===== src/rtl/qspi_pkg.sv =====
package qspi_pkg;

  typedef enum logic [1:0] {
    SQ_IDLE,
    SQ_FETCH,
    SQ_XFER,
    SQ_STORE
  } sq_state_e;

  localparam logic [1:0] RG_CTRL = 2'd0;
  localparam logic [1:0] RG_QPTR = 2'd1;
  localparam logic [1:0] RG_STAT = 2'd2;

  localparam logic [1:0] AREA_RX  = 2'd0;
  localparam logic [1:0] AREA_TX  = 2'd1;
  localparam logic [1:0] AREA_CMD = 2'd2;

  // Length decode: 0 -> 16, 1..7 -> 8, 8..15 -> as written.
  function automatic logic [4:0] len_decode(input logic [3:0] f);
    if (f == 4'd0)      return 5'd16;
    else if (f < 4'd8)  return 5'd8;
    else                return {1'b0, f};
  endfunction

endpackage


===== src/rtl/qspi_qram.sv =====
module qspi_qram #(
  parameter int DEPTH = 16,
  parameter int DW    = 16,
  parameter int CW    = 4,
  localparam int PW   = $clog2(DEPTH)
) (
  input  logic          clk,
  input  logic          rst_n,
  input  logic          h_valid,
  output logic          h_ready,
  input  logic          h_we,
  input  logic [1:0]    h_area,
  input  logic [PW-1:0] h_idx,
  input  logic [DW-1:0] h_wdata,
  output logic          h_rvalid,
  output logic [DW-1:0] h_rdata,
  input  logic [PW-1:0] s_idx,
  output logic [DW-1:0] s_tx,
  output logic [CW-1:0] s_cmd,
  input  logic          s_rx_we,
  input  logic [DW-1:0] s_rx_data
);
  import qspi_pkg::*;

  logic [DW-1:0] tx_mem  [DEPTH];
  logic [DW-1:0] rx_mem  [DEPTH];
  logic [CW-1:0] cmd_mem [DEPTH];

  // One write path: the sequencer's store cycle takes it from the host.
  assign h_ready = ~s_rx_we;
  assign s_tx    = tx_mem[s_idx];
  assign s_cmd   = cmd_mem[s_idx];

  always_ff @(posedge clk or negedge rst_n) begin
    if (!rst_n) begin
      for (int i = 0; i < DEPTH; i++) begin
        tx_mem[i]  <= '0;
        rx_mem[i]  <= '0;
        cmd_mem[i] <= CW'(8);
      end
      h_rvalid <= 1'b0;
      h_rdata  <= '0;
    end else begin
      h_rvalid <= h_valid && h_ready && !h_we;
      if (h_valid && h_ready && !h_we)
        h_rdata <= (h_area == AREA_RX) ? rx_mem[h_idx] : '0;
      if (s_rx_we) begin
        rx_mem[s_idx] <= s_rx_data;
      end else if (h_valid && h_we) begin
        case (h_area)
          AREA_TX:  tx_mem[h_idx]  <= h_wdata;
          AREA_CMD: cmd_mem[h_idx] <= h_wdata[CW-1:0];
          default:  ;
        endcase
      end
    end
  end

endmodule


===== src/rtl/qspi_shifter.sv =====
module qspi_shifter #(
  parameter int DW    = 16,
  parameter int DIV_W = 8,
  localparam int NB_W = $clog2(DW + 1),
  localparam int EC_W = NB_W + 1
) (
  input  logic             clk,
  input  logic             rst_n,
  input  logic             start,
  input  logic [DW-1:0]    tx_word,
  input  logic [NB_W-1:0]  nbits,
  input  logic             cpol,
  input  logic             cpha,
  input  logic [DIV_W-1:0] div,
  input  logic             miso,
  output logic             sck,
  output logic             mosi,
  output logic             cs_n,
  output logic             done,
  output logic [DW-1:0]    rx_word
);

  logic             active;
  logic [DIV_W-1:0] hcnt;
  logic [EC_W-1:0]  ecnt;
  logic [NB_W-1:0]  n_q;
  logic             pha_q;
  logic [DW-1:0]    tx_sr;
  logic [DW-1:0]    rx_sr;
  logic             sck_q;
  logic             done_q;

  always_ff @(posedge clk or negedge rst_n) begin
    if (!rst_n) begin
      active <= 1'b0;
      hcnt   <= '0;
      ecnt   <= '0;
      n_q    <= '0;
      pha_q  <= 1'b0;
      tx_sr  <= '0;
      rx_sr  <= '0;
      sck_q  <= 1'b0;
      done_q <= 1'b0;
    end else begin
      done_q <= 1'b0;
      if (!active) begin
        sck_q <= cpol;
        if (start) begin
          active <= 1'b1;
          hcnt   <= div;
          ecnt   <= '0;
          n_q    <= nbits;
          pha_q  <= cpha;
          tx_sr  <= tx_word << (DW - int'(nbits));
          rx_sr  <= '0;
        end
      end else if (hcnt != '0) begin
        hcnt <= hcnt - 1'b1;
      end else begin
        hcnt <= div;
        if (ecnt == {n_q, 1'b0}) begin
          active <= 1'b0;
          done_q <= 1'b1;
        end else begin
          sck_q <= ~sck_q;
          // Even edges are leading edges; phase picks which parity samples.
          if (ecnt[0] == pha_q)
            rx_sr <= {rx_sr[DW-2:0], miso};
          else if (ecnt != '0)
            tx_sr <= {tx_sr[DW-2:0], 1'b0};
          ecnt <= ecnt + 1'b1;
        end
      end
    end
  end

  assign sck     = sck_q;
  assign mosi    = active & tx_sr[DW-1];
  assign cs_n    = ~active;
  assign done    = done_q;
  assign rx_word = rx_sr;

endmodule


===== src/rtl/qspi_ctrl.sv =====
module qspi_ctrl #(
  parameter int DEPTH = 16,
  localparam int PW   = $clog2(DEPTH)
) (
  input  logic          clk,
  input  logic          rst_n,
  input  logic          enable,
  input  logic          wrap,
  input  logic          qptr_wr,
  input  logic [PW-1:0] newqp_nx,
  input  logic [PW-1:0] endqp,
  input  logic          xfer_done,
  output logic [PW-1:0] cur_ptr,
  output logic          start,
  output logic          rx_we,
  output logic          done_set,
  output logic          busy
);
  import qspi_pkg::*;

  sq_state_e     state;
  logic [PW-1:0] cur;
  logic          pend;
  logic          en_q;
  logic          at_end;
  logic [PW-1:0] cur_inc;

  assign at_end  = (cur == endqp);
  assign cur_inc = (cur == PW'(DEPTH - 1)) ? '0 : cur + 1'b1;

  always_ff @(posedge clk or negedge rst_n) begin
    if (!rst_n) begin
      state <= SQ_IDLE;
      cur   <= '0;
      pend  <= 1'b0;
      en_q  <= 1'b0;
    end else begin
      en_q <= enable;
      case (state)
        SQ_IDLE: begin
          pend <= 1'b0;
          if (qptr_wr) cur <= newqp_nx;
          if (enable && !en_q) begin
            cur   <= newqp_nx;
            state <= SQ_FETCH;
          end
        end
        SQ_FETCH: begin
          if (qptr_wr) pend <= 1'b1;
          state <= SQ_XFER;
        end
        SQ_XFER: begin
          if (qptr_wr) pend <= 1'b1;
          if (xfer_done) state <= SQ_STORE;
        end
        default: begin
          pend <= 1'b0;
          if (!enable || (at_end && !wrap)) begin
            state <= SQ_IDLE;
            if (qptr_wr) cur <= newqp_nx;
          end else begin
            state <= SQ_FETCH;
            cur   <= (at_end || pend || qptr_wr) ? newqp_nx : cur_inc;
          end
        end
      endcase
    end
  end

  assign cur_ptr  = cur;
  assign start    = (state == SQ_FETCH);
  assign rx_we    = (state == SQ_STORE);
  assign done_set = rx_we && at_end;
  assign busy     = (state != SQ_IDLE);

endmodule


===== src/rtl/qspi_seq.sv =====
module qspi_seq #(
  parameter int DEPTH = 16,
  parameter int DW    = 16,
  parameter int DIV_W = 8,
  parameter int CW    = 4
) (
  input  logic          clk,
  input  logic          rst_n,
  input  logic          reg_we,
  input  logic [1:0]    reg_addr,
  input  logic [15:0]   reg_wdata,
  output logic [15:0]   reg_rdata,
  input  logic          ram_valid,
  output logic          ram_ready,
  input  logic          ram_we,
  input  logic [5:0]    ram_addr,
  input  logic [DW-1:0] ram_wdata,
  output logic          ram_rvalid,
  output logic [DW-1:0] ram_rdata,
  output logic          sck,
  output logic          mosi,
  input  logic          miso,
  output logic          cs_n
);
  import qspi_pkg::*;

  localparam int PW   = $clog2(DEPTH);
  localparam int NB_W = $clog2(DW + 1);

  logic [15:0]     ctrl_q;
  logic [15:0]     qptr_q;
  logic            done_q;
  logic            qptr_wr;
  logic [PW-1:0]   newqp_nx;
  logic [PW-1:0]   cur_ptr;
  logic            seq_start, seq_rx_we, seq_done_set, seq_busy;
  logic [DW-1:0]   q_tx, sh_rx;
  logic [CW-1:0]   q_cmd;
  logic            sh_done;
  logic [NB_W-1:0] sh_len;
  logic [15:0]     stat_w;

  assign qptr_wr  = reg_we && (reg_addr == RG_QPTR);
  assign newqp_nx = qptr_wr ? reg_wdata[PW-1:0] : qptr_q[PW-1:0];

  always_ff @(posedge clk or negedge rst_n) begin
    if (!rst_n) begin
      ctrl_q <= '0;
      qptr_q <= '0;
      done_q <= 1'b0;
    end else begin
      if (reg_we && reg_addr == RG_CTRL) ctrl_q <= reg_wdata;
      if (qptr_wr) qptr_q <= reg_wdata;
      if (seq_done_set)
        done_q <= 1'b1;
      else if (reg_we && reg_addr == RG_STAT && reg_wdata[0])
        done_q <= 1'b0;
    end
  end

  always_comb begin
    stat_w          = '0;
    stat_w[0]       = done_q;
    stat_w[1]       = seq_busy;
    stat_w[4 +: PW] = cur_ptr;
  end

  always_comb begin
    case (reg_addr)
      RG_CTRL: reg_rdata = ctrl_q;
      RG_QPTR: reg_rdata = qptr_q;
      RG_STAT: reg_rdata = stat_w;
      default: reg_rdata = '0;
    endcase
  end

  assign sh_len = NB_W'(len_decode(q_cmd[3:0]));

  qspi_ctrl #(.DEPTH(DEPTH)) u_ctrl (
    .clk      (clk),
    .rst_n    (rst_n),
    .enable   (ctrl_q[0]),
    .wrap     (qptr_q[15]),
    .qptr_wr  (qptr_wr),
    .newqp_nx (newqp_nx),
    .endqp    (qptr_q[8 +: PW]),
    .xfer_done(sh_done),
    .cur_ptr  (cur_ptr),
    .start    (seq_start),
    .rx_we    (seq_rx_we),
    .done_set (seq_done_set),
    .busy     (seq_busy)
  );

  qspi_qram #(.DEPTH(DEPTH), .DW(DW), .CW(CW)) u_qram (
    .clk      (clk),
    .rst_n    (rst_n),
    .h_valid  (ram_valid),
    .h_ready  (ram_ready),
    .h_we     (ram_we),
    .h_area   (ram_addr[5:4]),
    .h_idx    (ram_addr[PW-1:0]),
    .h_wdata  (ram_wdata),
    .h_rvalid (ram_rvalid),
    .h_rdata  (ram_rdata),
    .s_idx    (cur_ptr),
    .s_tx     (q_tx),
    .s_cmd    (q_cmd),
    .s_rx_we  (seq_rx_we),
    .s_rx_data(sh_rx)
  );

  qspi_shifter #(.DW(DW), .DIV_W(DIV_W)) u_shift (
    .clk    (clk),
    .rst_n  (rst_n),
    .start  (seq_start),
    .tx_word(q_tx),
    .nbits  (sh_len),
    .cpol   (ctrl_q[1]),
    .cpha   (ctrl_q[2]),
    .div    (ctrl_q[8 +: DIV_W]),
    .miso   (miso),
    .sck    (sck),
    .mosi   (mosi),
    .cs_n   (cs_n),
    .done   (sh_done),
    .rx_word(sh_rx)
  );

endmodule


===== config.mk =====
export PLATFORM = sky130hd
export DESIGN_NAME = qspi_seq
export DESIGN_NICKNAME = d
export VERILOG_FILES = /design/src/rtl/qspi_pkg.sv /design/src/rtl/qspi_qram.sv /design/src/rtl/qspi_shifter.sv /design/src/rtl/qspi_ctrl.sv /design/src/rtl/qspi_seq.sv
export SDC_FILE = /design/constraint.sdc
export NUM_CORES = 1
export LEC_CHECK = 0
export ABC_AREA = 1
export BUFFER_PORTS_ARGS = -buffer_cell sky130_fd_sc_hd__buf_2
export CAP_MARGIN = 20
export CORE_MARGIN = 3
export CORE_UTILIZATION = 57
export CTS_CLUSTER_DIAMETER = 100
export DETAILED_ROUTE_END_ITERATION = 8
export PLACE_DENSITY_LB_ADDON = 0.25
export SLEW_MARGIN = 30
export SYNTH_ARGS = -nofsm -noshare
export SYNTH_HDL_FRONTEND = slang
export SYNTH_SLANG_ARGS = --single-unit

===== constraint.sdc =====
create_clock -name clk -period 2.4 [get_ports clk]
set_input_delay 0.24 -clock clk [delete_from_list [all_inputs] [get_ports clk]]
set_output_delay 0.24 -clock clk [all_outputs]
set_load 0.005 [all_outputs]

* After elaboration in Yosys (flattened, before gate mapping)
Index checks and enable logic that the tools add are counted.
** Storage, ports and cells
- Word-level logic and storage cells :: 203
- Flip-flop bits (word level) :: 689
- Output and inout bits :: 37
- Bits of input ports :: 46
** Operators by class
- Magnitude comparators :: 5
- Bitwise gates (word level) :: 6
- Muxes and demuxes :: 65
- $add $sub $neg :: 4
- Shifts and indexed selects :: 1
- Reduce and logical (&&, ||, !) cells :: 37
- Equal/unequal tests :: 19
** Operators by type and width (count)
- $bwmux 256 :: 2
- $mux 16 :: 18
- $bmux 16 s4 :: 2
- $demux 16 s4 :: 2
- $bwmux 64 :: 1
- $pmux 16 s3 :: 1
- $mux 4 :: 10
- $shl 16x32->16 :: 1
- $mux 6 :: 4
- $mux 8 :: 3
- $bmux 4 s4 :: 1
- $demux 4 s4 :: 1
- $mux 1 :: 15
- $logic_and 1x1->1 :: 12
- $ge 5x5->1 const B :: 2
- $lt 5x1->1 const B :: 2
- $ne 2x2->1 const B :: 5
- $not 4->5 :: 2
- $reduce_and 3->1 :: 3
- $eq 2x2->1 const B :: 4
- $pmux 4 s2 :: 1
- $reduce_bool 8->1 :: 1
- $sub 8x1->8 const B :: 1
- $add 6x1->6 const B :: 1
- 24 further kinds :: 42

* Logic depth before layout (Yosys ltp)
- Depth in word-level cells :: 11
- Mapped depth :: 22
- Gate-level depth less buffers :: 19

* Hierarchy
Synthesis repeated with hierarchy kept, for this count alone.
** Unflattened totals
- Cells, all modules :: 4051
- Area total of the unflattened synthesis :: 32331.0 um2
** By module, submodules not included
- qspi_qram :: area an instance 26284.0 um2, cells each 3252, instances 1, sequential area each 14859.3 um2
- qspi_shifter :: area an instance 3624.7 um2, cells each 461, instances 1, sequential area each 1376.3 um2
- qspi_seq :: area an instance 1624.1 um2, cells each 220, instances 1, sequential area each 825.8 um2
- qspi_ctrl :: area an instance 798.3 um2, cells each 118, instances 1, sequential area each 200.2 um2

* Least setup slack after synthesis
Ideal clock, no wire load.
- Path kind :: reg-to-reg
- Start point :: register u_ctrl.cur[0], in the netlist u_ctrl.cur_ptr[0]
- End point :: register u_shift.tx_sr[15]
- Data required time :: 2.280 ns
- Setup slack :: -0.265 ns
- Data arrival time :: 2.544 ns
- Cell stages (with the launch flop) :: 21
- Buffers on the path :: 4
- Path through :: dfrtp_1 inv_2 buf_6 nand2_1 nand3_1 nand2_1 nand2_1 nand2_1 inv_2 nand2_1 buf_6 buf_2 nand2_1 ha_1 clkinv_1 clkbuf_1 nand2_1 nand3_1 nand3b_1 nand3_1 nand2_1
** On the way
- Longest elaborated chain between the ends :: 11
** RTL lines
- start: declaration :: line qspi_ctrl.sv:22 : logic [PW-1:0] cur;
- start signal: assignment :: line qspi_ctrl.sv:42 : if (qptr_wr) cur <= newqp_nx;
- start signal: assignment :: line qspi_ctrl.sv:44 : cur <= newqp_nx;
- start signal: assignment :: line qspi_ctrl.sv:60 : if (qptr_wr) cur <= newqp_nx;
- $not 4->5 (implied by the code) (*) :: line qspi_qram.sv:31, qspi_qram.sv:32
- $bmux 4 s4 :: line qspi_qram.sv:32 : assign s_cmd = cmd_mem[s_idx];
- $mux 4 (implied by the code) (2 in a row) :: line qspi_qram.sv:32
- $lt 4x4->1 :: line qspi_pkg.sv:21 : else if (f < 4'd8) return 5'd8;
- $mux 4 :: line qspi_pkg.sv:21
- $mux 5 :: line qspi_pkg.sv:20 : if (f == 4'd0) return 5'd16;
- $sub 5x5->6 :: line qspi_shifter.sv:54 : tx_sr <= tx_word << (DW - int'(nbits));
- $shl 16x32->16 (*) :: line qspi_shifter.sv:54
- $mux 16 (*) :: line qspi_shifter.sv:48 : if (start) begin
- $mux 16 (*) :: line qspi_shifter.sv:46 : if (!active) begin
- end signal: assignment :: line qspi_shifter.sv:54
- end signal: assignment :: line qspi_shifter.sv:70 : tx_sr <= {tx_sr[DW-2:0], 1'b0};
- end: declaration :: line qspi_shifter.sv:28 : logic [DW-1:0] tx_sr;
Every way passes the cells marked *; elsewhere a longest branch is shown, timed or not. The select of a mux whose other input is x is not followed.
A chain may end at the register's enable or synchronous reset.

* Final worst setup path
- Start point :: register u_ctrl.cur[0], in the netlist u_ctrl.cur_ptr[0]
- End point :: register u_shift.tx_sr[14]
Same word-level chain as after synthesis.

==> reports/qor.yml <==
status: "finished, violations left"
violations: "setup timing"
crit_family: "simple AND/OR/NAND/NOR gates"
power_mw: 39.88
num_rows: 85
critical-path-max-stage-delay_ps: 580
cp.buffers_inverters: 5
dr.pass1.iters: 6
post-route-drc-count: 0
regArea_um2: 17270
min_period_over_period: 1.033
syn_avg_cell_area_um2: 8.066
cts_tree: "yes"
ant_nets: 0
clockBufferDepth: 3
avgViaCountPerCell: 5.830
ys_ff_latch: 689
slew_headroom: 0.5743
vias: 28260
first_global_vias: 26400
fill_cells: 4436
crit_type: "reg -> reg"
synth_edf_count: 0
finalWorstSetupSlack_ps: -80.01
routedWlPerCell_um: 19.12
skew_ps: 13.54
hold_path_class: "in -> reg"
die_w_um: 242.2
dieArea_um2: 58670
grt_pass1_wl_um: 147400
tightestPinTransition_ps: 631.9
area_growth_pct: 16.46
ys_types: 39
cpMostUsedCell: "nand2_1"
regToRegSetupSlack_ps: -80
crit_cells: 17
leakagePower_nw: 17.04
antenna_found_initial: 1
worstPathArrival_ps: 2980
crit_required_ps: 2900
synth_nets: 4002
powerDensity_nw_per_um2: 1077
coreArea_um2: 54560
ff2ff_path_depth: 17
fin_setup_tns_ps: -522.9
yosys_most_used_dff: "dfrtp_1"
grt_overflow: 0
min_from: "reg_we"
start_util: 0.5830
r2r_start: "u_ctrl.cur_ptr[0]"
yosysSeqAreaShare: 0.5427
crit_path_end: "u_shift.tx_sr[14]"
crit_path_max_fanout: 14
crit_slowest_cell: "dfrtp_4"
period_needed_ps: 2480
synth-async-reset-ratio: 1.000
die_h_um: 242.2
dp_hpwl_um: 55240
first_iter_violations: 3177
ios: 83
setup_viol: 15
maxCapViolCount: 0
syn_area_um2: 31810
grt_max_degree: 80
grt_use_total: 0.3115
cp_cell_sequence: "inv_8 -> clkbuf_16 -> nand2_1 -> nand3_1 -> nand2_1 -> nand2_1 -> nand2_2 -> inv_2 -> nand2_2 -> buf_4 -> nor2_4 -> nand2_2 -> a21oi_4 -> buf_6 -> nand3_1 -> nand3_1 -> nand2_1"
vdd_drop_max_uv: 609.4
r2r_end: "u_shift.tx_sr[14]"
nets: 4110
ys_warn_count: 0
layout_common_cells: "nand2_1 (1311), o21ai_0 (674), dfrtp_1 (671), nand3_1 (274), inv_1 (241)"
startpoint: "u_ctrl.cur_ptr[0]"
htree_num_levels: 3
synthCells: 3943
drive_above_1_share: 0.1217
clock.fmax_mhz: 403.2
cts.sinks: 689
multi_input_area_um2: 12740
hold_viol_final: 0
gp_congestion: 0.8521
utilization: 0.6789
cts-root-buf: "clkbuf_16"
numCtsBuffers: 74
path_clk_slew_ps: 60
port_buffers: 82
routed_wl_um: 92700
rsz0062_at_grt: "true"
worstSetupEndpointType: "flip-flop"
finalMaxSlewViolations: 0
crit_path_start_kind: "flip-flop"
clock_latency_ps: 610
layout_commonest_cell: "nand2_1"
-- worst min-delay path by stage --
stage | slack, ps | depth (start not counted) | endpoint
floorplan | -60 | 0 | ctrl_q[0]
global placement | 230 | 1 | u_shift.tx_sr[6]
detailed placement | 230 | 1 | u_shift.tx_sr[5]
CTS | 20 | 4 | done_q
global route | 60 | 4 | done_q
finish | 50 | 4 | done_q
-- stage by stage --
| step | area (um^2) | std cells | hold WS (ps) | setup WS [ps] |
|---|---|---|---|---|
| finish | 37040 | 4848 | 53.76 | -80.01 |
| global placement | 33670 | 4664 | 227.5 | -65.48 |
| floorplan | 31840 | 3943 | -55.59 | 5.061 |
| global route | 37040 | 4847 | 62.56 | -218.2 |
| CTS | 36470 | 4829 | 17.37 | -23.40 |
| detailed placement | 33670 | 4664 | 227.6 | -97.27 |
-- kinds of logic after synthesis --
kind of cell               synth area share
and+or+nand+nor                      0.2268
AOI/OAI and AO/OA                    0.1559
DFF                                  0.5427
buffers and inverters               0.06495
xor gates and xnor gates           0.003855
adders and majority gates          0.005114
muxes                             0.0007081
-- Yosys cell counts (2+ instances only) --
cell type / number / area, um^2
a22o_1: 4 / 35.03
nand2_2: 4 / 25.02
xor2_1: 6 / 52.55
nor2_1: 131 / 491.7
o22ai_1: 15 / 93.84
nand2_1: 1327 / 4981
dfstp_2: 16 / 420.4
o211ai_1: 56 / 420.4
a21oi_1: 60 / 300.3
mux2_2: 2 / 22.52
a211oi_1: 2 / 15.01
nor4_1: 2 / 12.51
a221oi_1: 6 / 52.55
buf_6: 3 / 33.78
o21ai_0: 680 / 3403
clkbuf_1: 203 / 762.0
nor3_1: 4 / 20.02
dfrtp_1: 673 / 16840
inv_2: 7 / 26.28
buf_1: 8 / 30.03
o21ai_1: 10 / 50.05
xnor2_1: 8 / 70.07
a31oi_1: 6 / 37.54
buf_2: 49 / 245.2
or2_2: 5 / 31.28
nand3b_1: 2 / 15.01
ha_1: 13 / 162.7
a22oi_1: 57 / 427.9
nand4_1: 25 / 156.4
nand3_1: 290 / 1451
clkinv_1: 3 / 11.26
o221ai_1: 11 / 96.34
inv_1: 245 / 919.6
buf_4: 5 / 37.54
-- registers in the layout (all words and copies together) (netlist names), 2 cells and up --
register and count:
u_shift.hcnt 8, ctrl_q 16, u_qram.cmd_mem 64, u_qram.rx_mem 256, u_shift.rx_word 16, u_shift.n_q 5
u_shift.ecnt 6, u_ctrl.state 2, u_ctrl.cur_ptr 4, u_qram.h_rdata 16, qptr_q 16, u_shift.tx_sr 16
u_qram.tx_mem 256
-- area by class of cell --
type	count	area share
Sequential cell	689	0.4662
Multi-Input combinational cell	2732	0.3441
Timing Repair Buffer	298	0.07219
Clock buffer	110	0.05966
Inverter	255	0.02631
Tap cell	739	0.02496
Clock inverter	23	0.006351
Timing Repair inverter	1	0.0001689
Antenna cell	1	0.00006756
-- power breakdown --
part	switching (mW)	internal, mW	total (mW)
Clock	4.72	6.72	11.4
Sequential	0.982	13.2	14.2
Combinational	8.88	5.40	14.3
-- routing by layer --
metal	GRT usage	wire [um]
met5	0	9
met4	0.08610	2392
met2	0.4694	41390
met3	0.06442	8740
met1	0.4611	40170
-- timing repair --
action,4_1_cts,5_1_grt
gates resized for setup,12,78
buffers inserted,11,9
hold buffers,19,0
setup endpoints to repair,15,18
cloned,2,9
pin swaps,3,12
hold endpoints to repair,72,0
-- tightest hold or removal path, cell delays in order --
cell,delay [ps]
buf_2,100
inv_1,60
nor3_1,50
o22ai_1,150
Note: power is estimated with default switching activity, not from simulation.
